### src/rtl/pxr_pkg.sv
`timescale 1ns/1ps
package pxr_pkg;
  typedef enum logic {
    SCAN_HUNT  = 1'b0,
    SCAN_DRAIN = 1'b1
  } scan_st_t;

  function automatic int idx_w(input int n);
    return (n > 1) ? $clog2(n) : 1;
  endfunction
endpackage

### src/rtl/pxr_tile_slot.sv
`timescale 1ns/1ps
module pxr_tile_slot #(
  parameter int NLOC = 16,
  parameter int TS_W = 8
) (
  input  logic            clk,
  input  logic            rst_n,
  input  logic [NLOC-1:0] pix_i,
  input  logic [TS_W-1:0] ts_i,
  input  logic            rel_i,
  output logic            pend_o,
  output logic [NLOC-1:0] bits_o,
  output logic [TS_W-1:0] ts_o
);
  logic            pend_q, pend_n;
  logic [NLOC-1:0] bits_q;
  logic [TS_W-1:0] tsc_q;
  logic            hit_or, cap_en;

  assign hit_or = |pix_i;
  assign cap_en = !pend_q && hit_or;

  always_comb begin
    pend_n = pend_q;
    if (pend_q && rel_i) pend_n = 1'b0;
    else if (cap_en)     pend_n = 1'b1;
  end

  always_ff @(posedge clk or negedge rst_n) begin
    if (!rst_n) pend_q <= 1'b0;
    else        pend_q <= pend_n;
  end

  always_ff @(posedge clk or negedge rst_n) begin
    if (!rst_n) begin
      bits_q <= '0;
      tsc_q  <= '0;
    end else if (cap_en) begin
      bits_q <= pix_i;
      tsc_q  <= ts_i;
    end
  end

  assign pend_o = pend_q;
  assign bits_o = bits_q;
  assign ts_o   = tsc_q;


  capture_chk: assert property (@(posedge clk) disable iff (!rst_n)
    (!pend_q && hit_or) |=> (pend_q && bits_q == $past(pix_i) && tsc_q == $past(ts_i)));

  freeze_chk: assert property (@(posedge clk) disable iff (!rst_n)
    (pend_q && !rel_i) |=> (pend_q && $stable(bits_q) && $stable(tsc_q)));
endmodule

### src/rtl/pxr_scanner.sv
`timescale 1ns/1ps
module pxr_scanner
  import pxr_pkg::*;
#(
  parameter int NMP  = 16,
  parameter int NLOC = 16,
  parameter int TS_W = 8,
  localparam int MPI_W = idx_w(NMP),
  localparam int LOC_W = idx_w(NLOC),
  localparam int W     = MPI_W + LOC_W + TS_W
) (
  input  logic                      clk,
  input  logic                      rst_n,
  input  logic [NMP-1:0]            pend_i,
  input  logic [NMP-1:0][NLOC-1:0]  bits_i,
  input  logic [NMP-1:0][TS_W-1:0]  ts_i,
  input  logic                      out_ready,
  output logic                      out_valid,
  output logic [W-1:0]              out_data,
  output logic [NMP-1:0]            rel_o
);
  scan_st_t        st_q, st_n;
  logic [MPI_W-1:0] tok_q, tok_n, tok_inc;
  logic [NLOC-1:0]  left_q, left_n;
  logic [TS_W-1:0]  tsv_q, tsv_n;
  logic [LOC_W-1:0] sel;

  assign tok_inc = (tok_q == MPI_W'(NMP - 1)) ? '0 : tok_q + 1'b1;

  always_comb begin
    sel = '0;
    for (int i = NLOC - 1; i >= 0; i--) begin
      if (left_q[i]) sel = LOC_W'(i);
    end
  end

  always_comb begin
    st_n   = st_q;
    tok_n  = tok_q;
    left_n = left_q;
    tsv_n  = tsv_q;
    rel_o  = '0;
    case (st_q)
      SCAN_HUNT: begin
        if (pend_i[tok_q]) begin
          st_n   = SCAN_DRAIN;
          left_n = bits_i[tok_q];
          tsv_n  = ts_i[tok_q];
        end else begin
          tok_n = tok_inc;
        end
      end
      default: begin
        if (out_ready) begin
          left_n = left_q & ~(NLOC'(1) << sel);
          if (left_n == '0) begin
            st_n         = SCAN_HUNT;
            rel_o[tok_q] = 1'b1;
            tok_n        = tok_inc;
          end
        end
      end
    endcase
  end

  always_ff @(posedge clk or negedge rst_n) begin
    if (!rst_n) begin
      st_q   <= SCAN_HUNT;
      tok_q  <= '0;
      left_q <= '0;
      tsv_q  <= '0;
    end else begin
      st_q   <= st_n;
      tok_q  <= tok_n;
      left_q <= left_n;
      tsv_q  <= tsv_n;
    end
  end

  assign out_valid = (st_q == SCAN_DRAIN);
  assign out_data  = {tok_q, sel, tsv_q};


  hold_chk: assert property (@(posedge clk) disable iff (!rst_n)
    (out_valid && !out_ready) |=> (out_valid && $stable(out_data)));

  release_onehot_chk: assert property (@(posedge clk) disable iff (!rst_n)
    $onehot0(rel_o));
endmodule

### src/rtl/pxr_top.sv
`timescale 1ns/1ps
module pxr_top
  import pxr_pkg::*;
#(
  parameter int COLS = 32,
  parameter int ROWS = 8,
  parameter int TILE = 4,
  parameter int TS_W = 8,
  localparam int NPIX   = COLS * ROWS,
  localparam int TCOLS  = COLS / TILE,
  localparam int TROWS  = ROWS / TILE,
  localparam int NMP    = TCOLS * TROWS,
  localparam int NLOC   = TILE * TILE,
  localparam int TILE_W = idx_w(NMP),
  localparam int LOC_W  = idx_w(NLOC),
  localparam int W      = TILE_W + LOC_W + TS_W
) (
  input  logic            clk,
  input  logic            rst_n,
  input  logic            ts_tick,
  input  logic [NPIX-1:0] pix_hit,
  input  logic            out_ready,
  output logic            out_valid,
  output logic [W-1:0]    out_data
);
  logic                     rst_meta, rst_sync_n;
  logic [TS_W-1:0]          ts_q, ts_n;
  logic [NMP-1:0][NLOC-1:0] mp_pix, mp_bits;
  logic [NMP-1:0][TS_W-1:0] mp_ts;
  logic [NMP-1:0]           mp_pend, mp_rel;

  always_ff @(posedge clk or negedge rst_n) begin
    if (!rst_n) begin
      rst_meta   <= 1'b0;
      rst_sync_n <= 1'b0;
    end else begin
      rst_meta   <= 1'b1;
      rst_sync_n <= rst_meta;
    end
  end

  assign ts_n = ts_q + 1'b1;

  always_ff @(posedge clk or negedge rst_sync_n) begin
    if (!rst_sync_n)  ts_q <= '0;
    else if (ts_tick) ts_q <= ts_n;
  end

  for (genvar mr = 0; mr < TROWS; mr++) begin : g_trow
    for (genvar mc = 0; mc < TCOLS; mc++) begin : g_tcol
      localparam int M = mr * TCOLS + mc;
      for (genvar lr = 0; lr < TILE; lr++) begin : g_lrow
        for (genvar lc = 0; lc < TILE; lc++) begin : g_lcol
          assign mp_pix[M][lr*TILE+lc] = pix_hit[(mr*TILE+lr)*COLS + mc*TILE + lc];
        end
      end
      pxr_tile_slot #(.NLOC(NLOC), .TS_W(TS_W)) u_slot (
        .clk    (clk),
        .rst_n  (rst_sync_n),
        .pix_i  (mp_pix[M]),
        .ts_i   (ts_q),
        .rel_i  (mp_rel[M]),
        .pend_o (mp_pend[M]),
        .bits_o (mp_bits[M]),
        .ts_o   (mp_ts[M])
      );
    end
  end

  pxr_scanner #(.NMP(NMP), .NLOC(NLOC), .TS_W(TS_W)) u_scan (
    .clk       (clk),
    .rst_n     (rst_sync_n),
    .pend_i    (mp_pend),
    .bits_i    (mp_bits),
    .ts_i      (mp_ts),
    .out_ready (out_ready),
    .out_valid (out_valid),
    .out_data  (out_data),
    .rel_o     (mp_rel)
  );


  ts_step_chk: assert property (@(posedge clk) disable iff (!rst_sync_n)
    ts_tick |=> (ts_q == TS_W'($past(ts_q) + 1'b1)));

  ts_hold_chk: assert property (@(posedge clk) disable iff (!rst_sync_n)
    !ts_tick |=> $stable(ts_q));

  word_from_pending_chk: assert property (@(posedge clk) disable iff (!rst_sync_n)
    out_valid |-> mp_pend[out_data[W-1 -: TILE_W]]);
endmodule

### config.mk
export PLATFORM = sky130hd
export DESIGN_NAME = pxr_top
export DESIGN_NICKNAME = d
export VERILOG_FILES = /design/src/rtl/pxr_pkg.sv /design/src/rtl/pxr_tile_slot.sv /design/src/rtl/pxr_scanner.sv /design/src/rtl/pxr_top.sv
export SDC_FILE = /design/constraint.sdc
export NUM_CORES = 1
export LEC_CHECK = 0
export BUFFER_PORTS_ARGS = -buffer_cell sky130_fd_sc_hd__buf_2
export CORE_MARGIN = 2
export CORE_UTILIZATION = 50
export DETAILED_ROUTE_END_ITERATION = 10
export PLACE_DENSITY = 0.71
export SLEW_MARGIN = 10
export SYNTH_ARGS = -nofsm -noshare
export SYNTH_HDL_FRONTEND = slang
export SYNTH_SLANG_ARGS = --single-unit
### constraint.sdc
create_clock -name clk -period 16.26 [get_ports clk]
set_input_delay 3.252 -clock clk [delete_from_list [all_inputs] [get_ports clk]]
set_output_delay 3.252 -clock clk [all_outputs]
set_load 0.005 [all_outputs]
==> flow_summary.toml <==
[worst_setup_path]
slowest_stage = "dfrtp_1"
regToRegStartpoint = "u_scan.tok_q[1]$_DFFE_PN0P_"
required_ns = 13.01
crit_family = "simple AND/OR/NAND/NOR gates"
criticalPathCategory = "reg2out"
crit_chain = "nor2b_1 > or4_4 > o21bai_2 > a21oi_1 > buf_2"
worstPathMaxFanout = 10
r2r_setup_slack_ns = 11.79
cp-start-kind = "register"
r2r-end = "u_scan.tok_q[1]$_DFFE_PN0P_"
path_buf_inv = 1
max_stage_delay_ns = 0.58
worst_setup_path_end_kind = "output port"
cp.arrival_ns = 2.52
reg2regPathDepth = 8
worstSetupStartpoint = "u_scan.left_q[5]$_DFFE_PN0P_"

[floorplanning]
rows = 74
core-area_sq_um = 40800
die-area_sq_um = 43000
io_pins = 277
die_h_um = 207
die_x_um = 207
start_util_pct = 50.7

[synthesis]
async_reset_ff_share_pct = 100
synthesis.nets = 1656
yosys-top-cells-count = "dfrtp_1 (439), mux2_2 (385), mux4_2 (125)"
yosysMostFrequentCell = "dfrtp_1"
synth_ff_type = "dfrtp_1"
yosysSeqAreaShare_pct = 53.1
yosys_warnings = 0
synth.top_cell.area_share_pct = 53.1
synth_cell_type_count = 62
synth_area_per_cell_sq_um = 14.9
synth_cells = 1391
synth-edff-count = 0
yosysTopAreaCell = "dfrtp_1"
ys_ff_latch = 439
syn_area_sq_um = 20700
synthTopCellsByArea = "dfrtp_1 (53%), mux2_2 (21%), mux4_2 (14%)"

[timing]
rsz0062_at_grt = "no"
max_freq_mhz = 173
hold_violations = 0
worst_slew_pin_slew_ns = 1.01
maxSlewHeadroom_pct = 32.8
period_needed_ns = 5.77
finalCritPeriodShare_pct = 35.5
maxSlewViolCount = 0
fin_skew_ns = 0.0224
timing.final.ws_setup_ns = 10.49
setup_violations = 0
tns_ns = 0

[grt]
grt_pass1_vias = 14562
grt.total_usage_pct = 28.2
grt_max_degree = 155
grt_pass1_wl_mm = 92.1
grt.overflow.total = 0
antenna_found_initial = 5

[hold_path]
hold_end = "rst_sync_n$_DFF_PN0_"
min_from = "rst_meta$_DFF_PN0_"
min_path_type = "reg2reg"
whs_path_depth = 0

[clock_network]
cts_buffers = 47
cts-root-buf = "clkbuf_16"
clock_sinks = 439
clockBufferDepth = 3
post_cts_buffers = 0
clk_pin_slew_ns = 0.06
postCtsResizedCells = 0
cts_tree = "built"
clkLatencyLatePin_ns = 0.58
ctsHoldBuffers = 0
ctsHtreeMaxLevel = 2

[power]
seqPwrFrac_pct = 38.5
p_comb_share_pct = 30.1
ir_drop_mv = 0.101
intPower_w = 0.00249
switchingPower_w = 0.00123
clockPowerShare_pct = 31.3
swShare_pct = 33.2
power_density_nw_per_um2 = 152
p_leak_nw = 10.5

[placement]
pre_cts_ws_ns = 10.98
hpwl_mm = 43.4
place_area_sq_um = 22700
port_buffers = 276
routabilityCongestion = 0.948

[route]
drt_iter0_markers = 944
route.detailed.drc = 0
wl_mm = 59.5
drt-vias-per-instance = 6.18
vias = 13735
wl_per_cell_um = 26.8
drt_pass1_iterations = 5
postRouteAntennaNets = 0

[layout]
final_core_util_pct = 59.8
syn_to_final_growth_pct = 18.0
stdcell_area_sq_um = 24400
nets = 1919
drive_gt1_share_pct = 55.0

[status]
status = "finished clean"

[run]
drv_cap = 0
-- flip-flops by register name, indices dropped and copies added (netlist names) --
| signal | count |
|---|---|
| g_trow.g_tcol.u_slot.bits_o | 256 |
| g_trow.g_tcol.u_slot.ts_o | 128 |
| g_trow.g_tcol.u_slot.pend_o | 16 |
| u_scan.left_q | 16 |
| ts_q | 8 |
| u_scan.tsv_q | 8 |
| u_scan.tok_q | 4 |
| rst_meta | 1 |
| rst_sync_n | 1 |
| u_scan.out_valid | 1 |
-- cells by family after synthesis --
group | count (synthesis) | synth area share [%]
muxes | 512 | 34.7
AOI/OAI and AO/OA | 120 | 4.12
and+or+nand+nor | 176 | 4.96
DFF | 439 | 53.1
other | 1 | 0.0181
buffers and inverters | 131 | 2.55
xor gates and xnor gates | 7 | 0.296
adders and majority gates | 5 | 0.302
-- per-layer routing --
layer  wire length, um  vias to the layer above  GRT usage [%]
li1                  -                     5863              -
met1             24900                     7276           38.8
met2             28700                      478           45.3
met3              3680                      116           5.25
met4              2170                        2           9.78
met5                12                        -              0
-- placed cells by master, fill, tap and decap left out, drive strengths merged, types with 3 or more instances in the layout --
cell / Yosys / routed
o21ai: 33 / 33
nand2b: 20 / 20
o41ai: 18 / 18
a21oi: 16 / 16
xnor2: 4 / 4
nor2b: 3 / 3
and3: 4 / 4
clkbuf: 69 / 60
inv: 40 / 40
dfrtp: 439 / 439
a41oi: 16 / 16
a21boi: 3 / 3
nor4: 69 / 69
clkinvlp: 0 / 5
or4: 4 / 4
clkinv: 0 / 10
o22ai: 11 / 11
nor2: 26 / 26
buf: 22 / 305
nand3: 8 / 8
o21a: 4 / 4
mux2: 387 / 387
nand4: 3 / 3
mux4: 125 / 125
bufinv: 0 / 8
ha: 5 / 5
nand2: 27 / 27
nor3: 3 / 3
xor2: 3 / 3
-- worst max path at each step --
stage	slack [ns]	depth (start not counted)	to
global route	10.34	5	out_data[8]
floorplan	3.12	0	g_trow[0].g_tcol[0].u_slot.bits_o[0]$_DFFE_PN0P_
CTS	10.48	5	out_data[8]
finish	10.49	5	out_data[8]
detailed placement	10.98	5	g_trow[1].g_tcol[5].u_slot.bits_o[15]$_DFFE_PN0P_
global placement	10.99	5	g_trow[1].g_tcol[7].u_slot.bits_o[8]$_DFFE_PN0P_
-- power by group through the flow --
stage / Sequential, W / Clock, W / Combinational, W
after floorplan: 0.00134 / 0 / 0.000805
after global placement: 0.00145 / 0 / 0.00110
after detailed placement: 0.00145 / 0 / 0.00111
after CTS: 0.00143 / 0.00118 / 0.00112
after global routing: 0.00146 / 0.00123 / 0.00119
final: 0.00143 / 0.00117 / 0.00112
-- cell type report --
class / instances / area [sq um]
Multi-Input combinational cell: 821 / 9310
Timing Repair Buffer: 305 / 1610
Tap cell: 532 / 666
Sequential cell: 439 / 11000
Clock inverter: 23 / 343
Clock buffer: 60 / 1350
Fill cell: 3120 / 16400
Inverter: 40 / 150
Antenna cell: 2 / 5.00
-- stage by stage --
stage | total power, W | hold WS (ns) | cells
2_1_floorplan | 0.00215 | 0.331 | 1391
3_3_place_gp | 0.00255 | 0.339 | 2137
3_5_place_dp | 0.00256 | 0.346 | 2137
4_1_cts | 0.00373 | 0.363 | 2220
5_1_grt | 0.00388 | 0.375 | 2222
6_report | 0.00372 | 0.358 | 2222
(Power assumes the default switching activity.)
